**src/rtl/frame_ctrl_pkg.sv**
```systemverilog
// Shared constants and the receiver state type for the frame-synchronized
// control port. Assumes 8-bit serial words and three contiguous addresses.
package frame_ctrl_pkg;
    localparam int BYTE_W    = 8;
    localparam int NUM_REGS  = 3;
    localparam int SEL_W     = $clog2(NUM_REGS);
    localparam int CNT_W     = $clog2(BYTE_W);
    localparam int SYNC_LEN  = 2;
    localparam logic [BYTE_W-1:0] ADDR_BASE = 8'hF0;

    typedef enum logic [2:0] {
        ST_LOCKED,   // undefined until the first vertical pulse
        ST_HOLD,     // vertical pulse high, serial ignored
        ST_INIT,     // active registers just loaded, waiting first edge
        ST_ADDR,     // shifting address bits
        ST_DATA      // shifting data bits
    } fcp_state_e;
endpackage

```
**src/rtl/fcp_sync.sv**
```systemverilog
// Multi-stage synchronizer for a vector of asynchronous single-bit inputs.
// Assumes each input level lasts longer than STAGES system clocks.
module fcp_sync #(
    parameter int WIDTH  = 2,
    parameter int STAGES = 2
) (
    input  logic             clk,
    input  logic             rst_n,
    input  logic [WIDTH-1:0] d_i,
    output logic [WIDTH-1:0] q_o
);
    logic [WIDTH-1:0] chain [STAGES];

    // First stage captures the raw input.
    always_ff @(posedge clk) begin
        if (!rst_n) chain[0] <= '0;
        else        chain[0] <= d_i;
    end

    for (genvar s = 1; s < STAGES; s++) begin : g_stage
        // Each further stage re-times the one before it.
        always_ff @(posedge clk) begin
            if (!rst_n) chain[s] <= '0;
            else        chain[s] <= chain[s-1];
        end
    end

    assign q_o = chain[STAGES-1];
endmodule

```
**src/rtl/fcp_deser.sv**
```systemverilog
// Serial command receiver: turns rising serial edges into address and data
// bytes, LSB first, and issues one shadow write per valid command.
// Assumes bit_rise_i is a one-cycle pulse and vs_fall_i implies vs_hi_i low.
module fcp_deser
    import frame_ctrl_pkg::*;
#(
    parameter int W    = BYTE_W,
    parameter int NREG = NUM_REGS,
    parameter int SW   = SEL_W,
    parameter int CW   = CNT_W
) (
    input  logic          clk,
    input  logic          rst_n,
    input  logic          vs_hi_i,
    input  logic          vs_fall_i,
    input  logic          bit_rise_i,
    input  logic          bit_val_i,
    output logic          wr_en_o,
    output logic [SW-1:0] wr_sel_o,
    output logic [W-1:0]  wr_byte_o,
    output fcp_state_e    state_o
);
    fcp_state_e      state;
    logic [CW-1:0]   cnt;
    logic [W-1:0]    shreg;
    logic [W-1:0]    addr_q;
    logic [W-1:0]    shreg_nxt;
    logic [W-1:0]    offs;
    logic            hit;
    logic            last_bit;

    // Next shift value, address decode and end-of-word detect.
    always_comb begin
        shreg_nxt = {bit_val_i, shreg[W-1:1]};
        offs      = addr_q - ADDR_BASE;
        hit       = (offs < W'(NREG));
        last_bit  = (cnt == CW'(W - 1));
    end

    // Receiver state, bit counter, shift register and write strobe.
    always_ff @(posedge clk) begin
        if (!rst_n) begin
            state     <= ST_LOCKED;
            cnt       <= '0;
            shreg     <= '0;
            addr_q    <= '0;
            wr_en_o   <= 1'b0;
            wr_sel_o  <= '0;
            wr_byte_o <= '0;
        end else begin
            wr_en_o <= 1'b0;
            if (vs_hi_i) begin
                state <= ST_HOLD;
                cnt   <= '0;
            end else if (vs_fall_i) begin
                state <= ST_INIT;
                cnt   <= '0;
            end else if (bit_rise_i && (state == ST_INIT || state == ST_ADDR
                                        || state == ST_DATA)) begin
                shreg <= shreg_nxt;
                cnt   <= cnt + 1'b1;
                if (state == ST_INIT) begin
                    state <= ST_ADDR;
                end else if (last_bit && state == ST_ADDR) begin
                    addr_q <= shreg_nxt;
                    state  <= ST_DATA;
                end else if (last_bit && state == ST_DATA) begin
                    state <= ST_ADDR;
                    if (hit) begin
                        wr_en_o   <= 1'b1;
                        wr_sel_o  <= offs[SW-1:0];
                        wr_byte_o <= shreg_nxt;
                    end
                end
            end
        end
    end

    assign state_o = state;
endmodule

```
**src/rtl/fcp_regbank.sv**
```systemverilog
// Shadow and active register pairs. A write touches one shadow buffer; a
// load pulse copies every shadow buffer into its active register at once.
module fcp_regbank
    import frame_ctrl_pkg::*;
#(
    parameter int W    = BYTE_W,
    parameter int NREG = NUM_REGS,
    parameter int SW   = SEL_W
) (
    input  logic                     clk,
    input  logic                     rst_n,
    input  logic                     wr_en_i,
    input  logic [SW-1:0]            wr_sel_i,
    input  logic [W-1:0]             wr_byte_i,
    input  logic                     load_i,
    output logic [NREG-1:0][W-1:0]   active_o
);
    logic [NREG-1:0][W-1:0] shadow;

    for (genvar g = 0; g < NREG; g++) begin : g_reg
        // Shadow buffer takes the byte addressed to it.
        always_ff @(posedge clk) begin
            if (!rst_n)                                 shadow[g] <= '0;
            else if (wr_en_i && wr_sel_i == SW'(g))     shadow[g] <= wr_byte_i;
        end

        // Active register follows its shadow only on a load pulse.
        always_ff @(posedge clk) begin
            if (!rst_n)      active_o[g] <= '0;
            else if (load_i) active_o[g] <= shadow[g];
        end
    end
endmodule

```
**src/rtl/frame_ctrl_port.sv**
```systemverilog
// Top of the frame-synchronized serial control port. Synchronizes the
// serial lines, detects the vertical-sync fall and joins receiver and bank.
// Assumes vsync_i is synchronous to clk.
module frame_ctrl_port
    import frame_ctrl_pkg::*;
(
    input  logic              clk,
    input  logic              rst_n,
    input  logic              ser_clk_i,
    input  logic              ser_dat_i,
    input  logic              vsync_i,
    output logic [BYTE_W-1:0] cfg0_o,
    output logic [BYTE_W-1:0] cfg1_o,
    output logic [BYTE_W-1:0] cfg2_o
);
    logic [1:0]                   ser_sync;
    logic                         sclk_prev;
    logic                         bit_rise;
    logic                         vs_q;
    logic                         vs_fall;
    logic                         wr_en;
    logic [SEL_W-1:0]             wr_sel;
    logic [BYTE_W-1:0]            wr_byte;
    fcp_state_e                   fsm_state;
    logic [NUM_REGS-1:0][BYTE_W-1:0] active;

    fcp_sync #(.WIDTH(2), .STAGES(SYNC_LEN)) i_sync (
        .clk   (clk),
        .rst_n (rst_n),
        .d_i   ({ser_dat_i, ser_clk_i}),
        .q_o   (ser_sync)
    );

    // Previous synchronized serial clock and vertical-sync level.
    always_ff @(posedge clk) begin
        if (!rst_n) begin
            sclk_prev <= 1'b0;
            vs_q      <= 1'b0;
        end else begin
            sclk_prev <= ser_sync[0];
            vs_q      <= vsync_i;
        end
    end

    // Edge pulses used by the receiver and the bank.
    always_comb begin
        bit_rise = ser_sync[0] & ~sclk_prev;
        vs_fall  = vs_q & ~vsync_i;
    end

    fcp_deser i_deser (
        .clk        (clk),
        .rst_n      (rst_n),
        .vs_hi_i    (vsync_i),
        .vs_fall_i  (vs_fall),
        .bit_rise_i (bit_rise),
        .bit_val_i  (ser_sync[1]),
        .wr_en_o    (wr_en),
        .wr_sel_o   (wr_sel),
        .wr_byte_o  (wr_byte),
        .state_o    (fsm_state)
    );

    fcp_regbank i_bank (
        .clk       (clk),
        .rst_n     (rst_n),
        .wr_en_i   (wr_en),
        .wr_sel_i  (wr_sel),
        .wr_byte_i (wr_byte),
        .load_i    (vs_fall),
        .active_o  (active)
    );

    assign cfg0_o = active[0];
    assign cfg1_o = active[1];
    assign cfg2_o = active[2];
endmodule

```
**config.mk**
```make
export PLATFORM = sky130hd
export DESIGN_NAME = frame_ctrl_port
export DESIGN_NICKNAME = d
export VERILOG_FILES = /design/src/rtl/frame_ctrl_pkg.sv /design/src/rtl/fcp_sync.sv /design/src/rtl/fcp_deser.sv /design/src/rtl/fcp_regbank.sv /design/src/rtl/frame_ctrl_port.sv
export SDC_FILE = /design/constraint.sdc
export NUM_CORES = 1
export LEC_CHECK = 0
export BUFFER_PORTS_ARGS = -buffer_cell sky130_fd_sc_hd__clkbuf_2
export CORE_MARGIN = 5
export CORE_UTILIZATION = 30
export CTS_BUF_LIST = sky130_fd_sc_hd__clkbuf_4 sky130_fd_sc_hd__clkbuf_8 sky130_fd_sc_hd__clkbuf_16
export CTS_CLUSTER_SIZE = 16
export DETAILED_ROUTE_END_ITERATION = 7
export PLACE_DENSITY_LB_ADDON = 0.3
export SYNTH_ARGS = -nofsm -noshare
export SYNTH_HDL_FRONTEND = slang
export SYNTH_SLANG_ARGS = --single-unit
export TNS_END_PERCENT = 10
```
**constraint.sdc**
```tcl
create_clock -name clk -period 4.4 [get_ports clk]
set_clock_uncertainty 0.15 [all_clocks]
set_input_delay 0 -clock clk [delete_from_list [all_inputs] [get_ports clk]]
set_output_delay 0 -clock clk [all_outputs]
set_load 0.02 [all_outputs]
```
==> run metrics <==
status complete, no violations; # fillers between 1k and 1.5k; CTS sink cnt 86; HPWL Detailed approximately 4.2 mm; drt total wl approximately 6.1 mm; net count after synthesis 340; Total Routing Usage GR 0.101; CTS tree yes; Most Frequent Cell on Critical Path ha_1; post-synth top area share 0.525; grt total ovfl 0; Async SR Flop Fraction 0; sequential fraction of the synthesis area 0.525; Initial Utilization 0.304; Seq pwr share 0.536; # port buffers 28; TNS Setup 0 ns; Num CTS Buffers 9; Skew-Pair Late Insertion Delay approximately 0.35 ns; via count 2228; DR top layer met4; switch share 0.201; Layout Utilization 0.353; Sw Pwr between 0.2 and 0.3 mW; clock share of power 0.440; slowest cell delay on critical path between 0.8 and 0.9 ns; number of max-cap violations 0; Hold Path Class input pin to flop; Slowest-stage cell, CP or4_1; Final Hold Fails 0; syn avg cell area 9.85 sq um; sequence of cells on the critical path ha_1 > ha_1 > and3b_1 > nand2_1 > or4_1 > mux2i_1; CP arrival between 2 and 2.5 ns; # rows 38; startpoint types flop; IO Pins 29; Tot Pwr approximately 1.5 mW; combinational share of power 0.024; number of DRC markers after the initial detailed-route iteration ~100; EDFF count, synth 0; core area roughly 11000 sq um; RSZ-0062 raised after global routing false; share of cells above drive strength 1 0.129; chip width approximately 110 microns; gpl congestion around 0.73; antenna-violating nets left 0; Worst Path Max Fanout 10; antenna cells 0; initial antenna violation count 0; Fmax about 0.43 GHz; Slew HR 0.475; Root Driver clkbuf_8; placed cell areas 3540 sq um; Final Instance Area 3810 sq um; Nets around 370; pre-CTS setup slack 2.05 ns; Leak 1.57 nW; Die Ht about 110 microns; vias per cell around 4.4; first-pass GRT wire length roughly 11 mm; number of global-route vias before repair between 2k and 2.5k; # setup viols final 0; Int Power about 1.2 mW; die area approximately 13000 sq um; largest net degree at the start of global routing 64; area grow syn2layout 16.2%; Worst-path clk slew 0.08 ns; maximum vdd ir drop ~0.15 mV; Ys Warns 0; Slew Limit Fails 0; count of different cell masters after synthesis 32; cells after synthesis 333; crit path time final between 2 and 2.5 ns; worst slew pin tran 0.786 ns; drt drc 0; DR WL met2 around 2.7 mm; CTS Buffer Depth 2; dominant cell type by area after synthesis dfxtp_1; flops & latches, synth 86; Post-CTS Setup Bufs 0; Worst Path Required 4.47 ns; H-tree depth 3; metal3 WL approximately 320 microns; M1 wire length between 2 and 3 mm; synth top area cells dfxtp_1 (52%), mux2i_1 (16%), nand2_1 (8.5%); Tcrit/Tclk final 0.534; Power per Cell Area approximately 380 nW/um^2; drt pass-1 iters 4; CP Class flop to flop; Worst Setup End Kind flop; setup ws final 2.05 ns; top_reg_cell synth dfxtp_1; Post-Syn Area ~3300 sq um; Wirelength per Cell around 12 microns
-- through the flow --
| step | instances | hold WS (ns) |
|---|---|---|
| 6_report | 504 | 0.234 |
| 5_1_grt | 504 | 0.249 |
| 4_1_cts | 504 | 0.214 |
| 3_5_place_dp | 485 | 0.0589 |
| 3_3_place_gp | 485 | 0.0574 |
| 2_1_floorplan | 333 | -0.0227 |
-- cells by family (layout without fill, tap and decap cells) --
family          count (synthesis)  after routing  synth area share
buf+inv                        23             54            0.0294
simple gates                  138            138             0.208
flops                          86             86             0.525
fa+ha+maj                       2              2           0.00763
xor+xnor                        1              1           0.00267
compound gates                 32             32            0.0717
mux                            51             51             0.156
-- path summary, 6_finish.rpt --
check | start | slack, ns | depth (start not counted) | endpoint
min | ser_clk_i | 0.23 | 3 | i_sync.chain[0][0]
max | i_deser.cnt[0] | 2.05 | 6 | i_deser.wr_byte_o[2]
max reg2reg | i_deser.cnt[0] | 2.05 | 6 | i_deser.wr_byte_o[2]
min reg2reg | i_sync.chain[0][0] | 0.29 | 1 | i_sync.chain[1][0]
-- routing by layer --
layer	global-route usage	vias up
li1	-	1158
met1	0.125	1020
met2	0.158	40
met3	0.0407	10
met4	0.0333	0
met5	0	-
-- timing repair --
action	CTS	global route
resized for setup	0	0
endpoints found under the hold margin	24	0
endpoints found under the setup margin	0	0
hold buffers	4	0
-- power groups by stage --
stage / combinational, mW / clock, mW / sequential, mW
final: 0.0357 / 0.644 / 0.784
after global routing: 0.0397 / 0.697 / 0.785
after CTS: 0.0365 / 0.668 / 0.785
after detailed placement: 0.0337 / 0 / 0.803
after global placement: 0.0336 / 0 / 0.803
after floorplan: 0.0256 / 0 / 0.802
-- cell type report --
class	instances	area, sq um	area share
flip-flops and latches	86	1720	0.452
multi-input cells	224	1460	0.383
repair buffers	35	203	0.0532
well taps	140	175	0.0460
clock buffers	9	124	0.0325
clock inverters	6	111	0.0292
inverters	4	15.0	0.00394
-- worst max-delay path: cells and delay by family, from the launching register on --
| kind | cells | cell delay (ns) |
|---|---|---|
| adders and majority gates | 2 | 0.34 |
| and+or+nand+nor | 3 | 1.17 |
| DFF | 1 | 0.36 |
| muxes | 1 | 0.21 |
-- layout by cell type, fill, tap and decap left out, drive strengths merged, types with 2 or more instances in the layout --
cell type / instances
nor2b: 33
bufinv: 3
and2: 7
dfxtp: 86
inv: 4
nand3: 2
a21boi: 25
nand4b: 2
nor3b: 2
dlygate4sd3: 4
nor2: 7
nand2: 74
nand3b: 3
ha: 2
clkinv: 2
mux2i: 51
buf: 3
clkbuf: 37
a21oi: 3
-- flip-flops by register name, indices dropped and copies added, names as in the netlist --
signal	cells
i_bank.active_o	24
i_bank.shadow	24
i_deser.addr_q	8
i_deser.wr_byte_o	8
i_deser.shreg	7
i_sync.chain	4
i_deser.cnt	3
i_deser.state_o	3
i_deser.wr_sel_o	2
i_deser.wr_en_o	1
sclk_prev	1
vs_q	1
-- Yosys cell counts (2+ instances only) --
cell type  instances
dfxtp_1           86
nand2_1           74
mux2i_1           51
nor2b_1           33
a21boi_0          25
clkbuf_1          15
and2_1             7
nor2_1             7
inv_1              4
a21oi_1            3
nand3b_1           3
buf_2              2
ha_1               2
nand3_1            2
nand4b_1           2
Power figures use the tool's default switching activity.
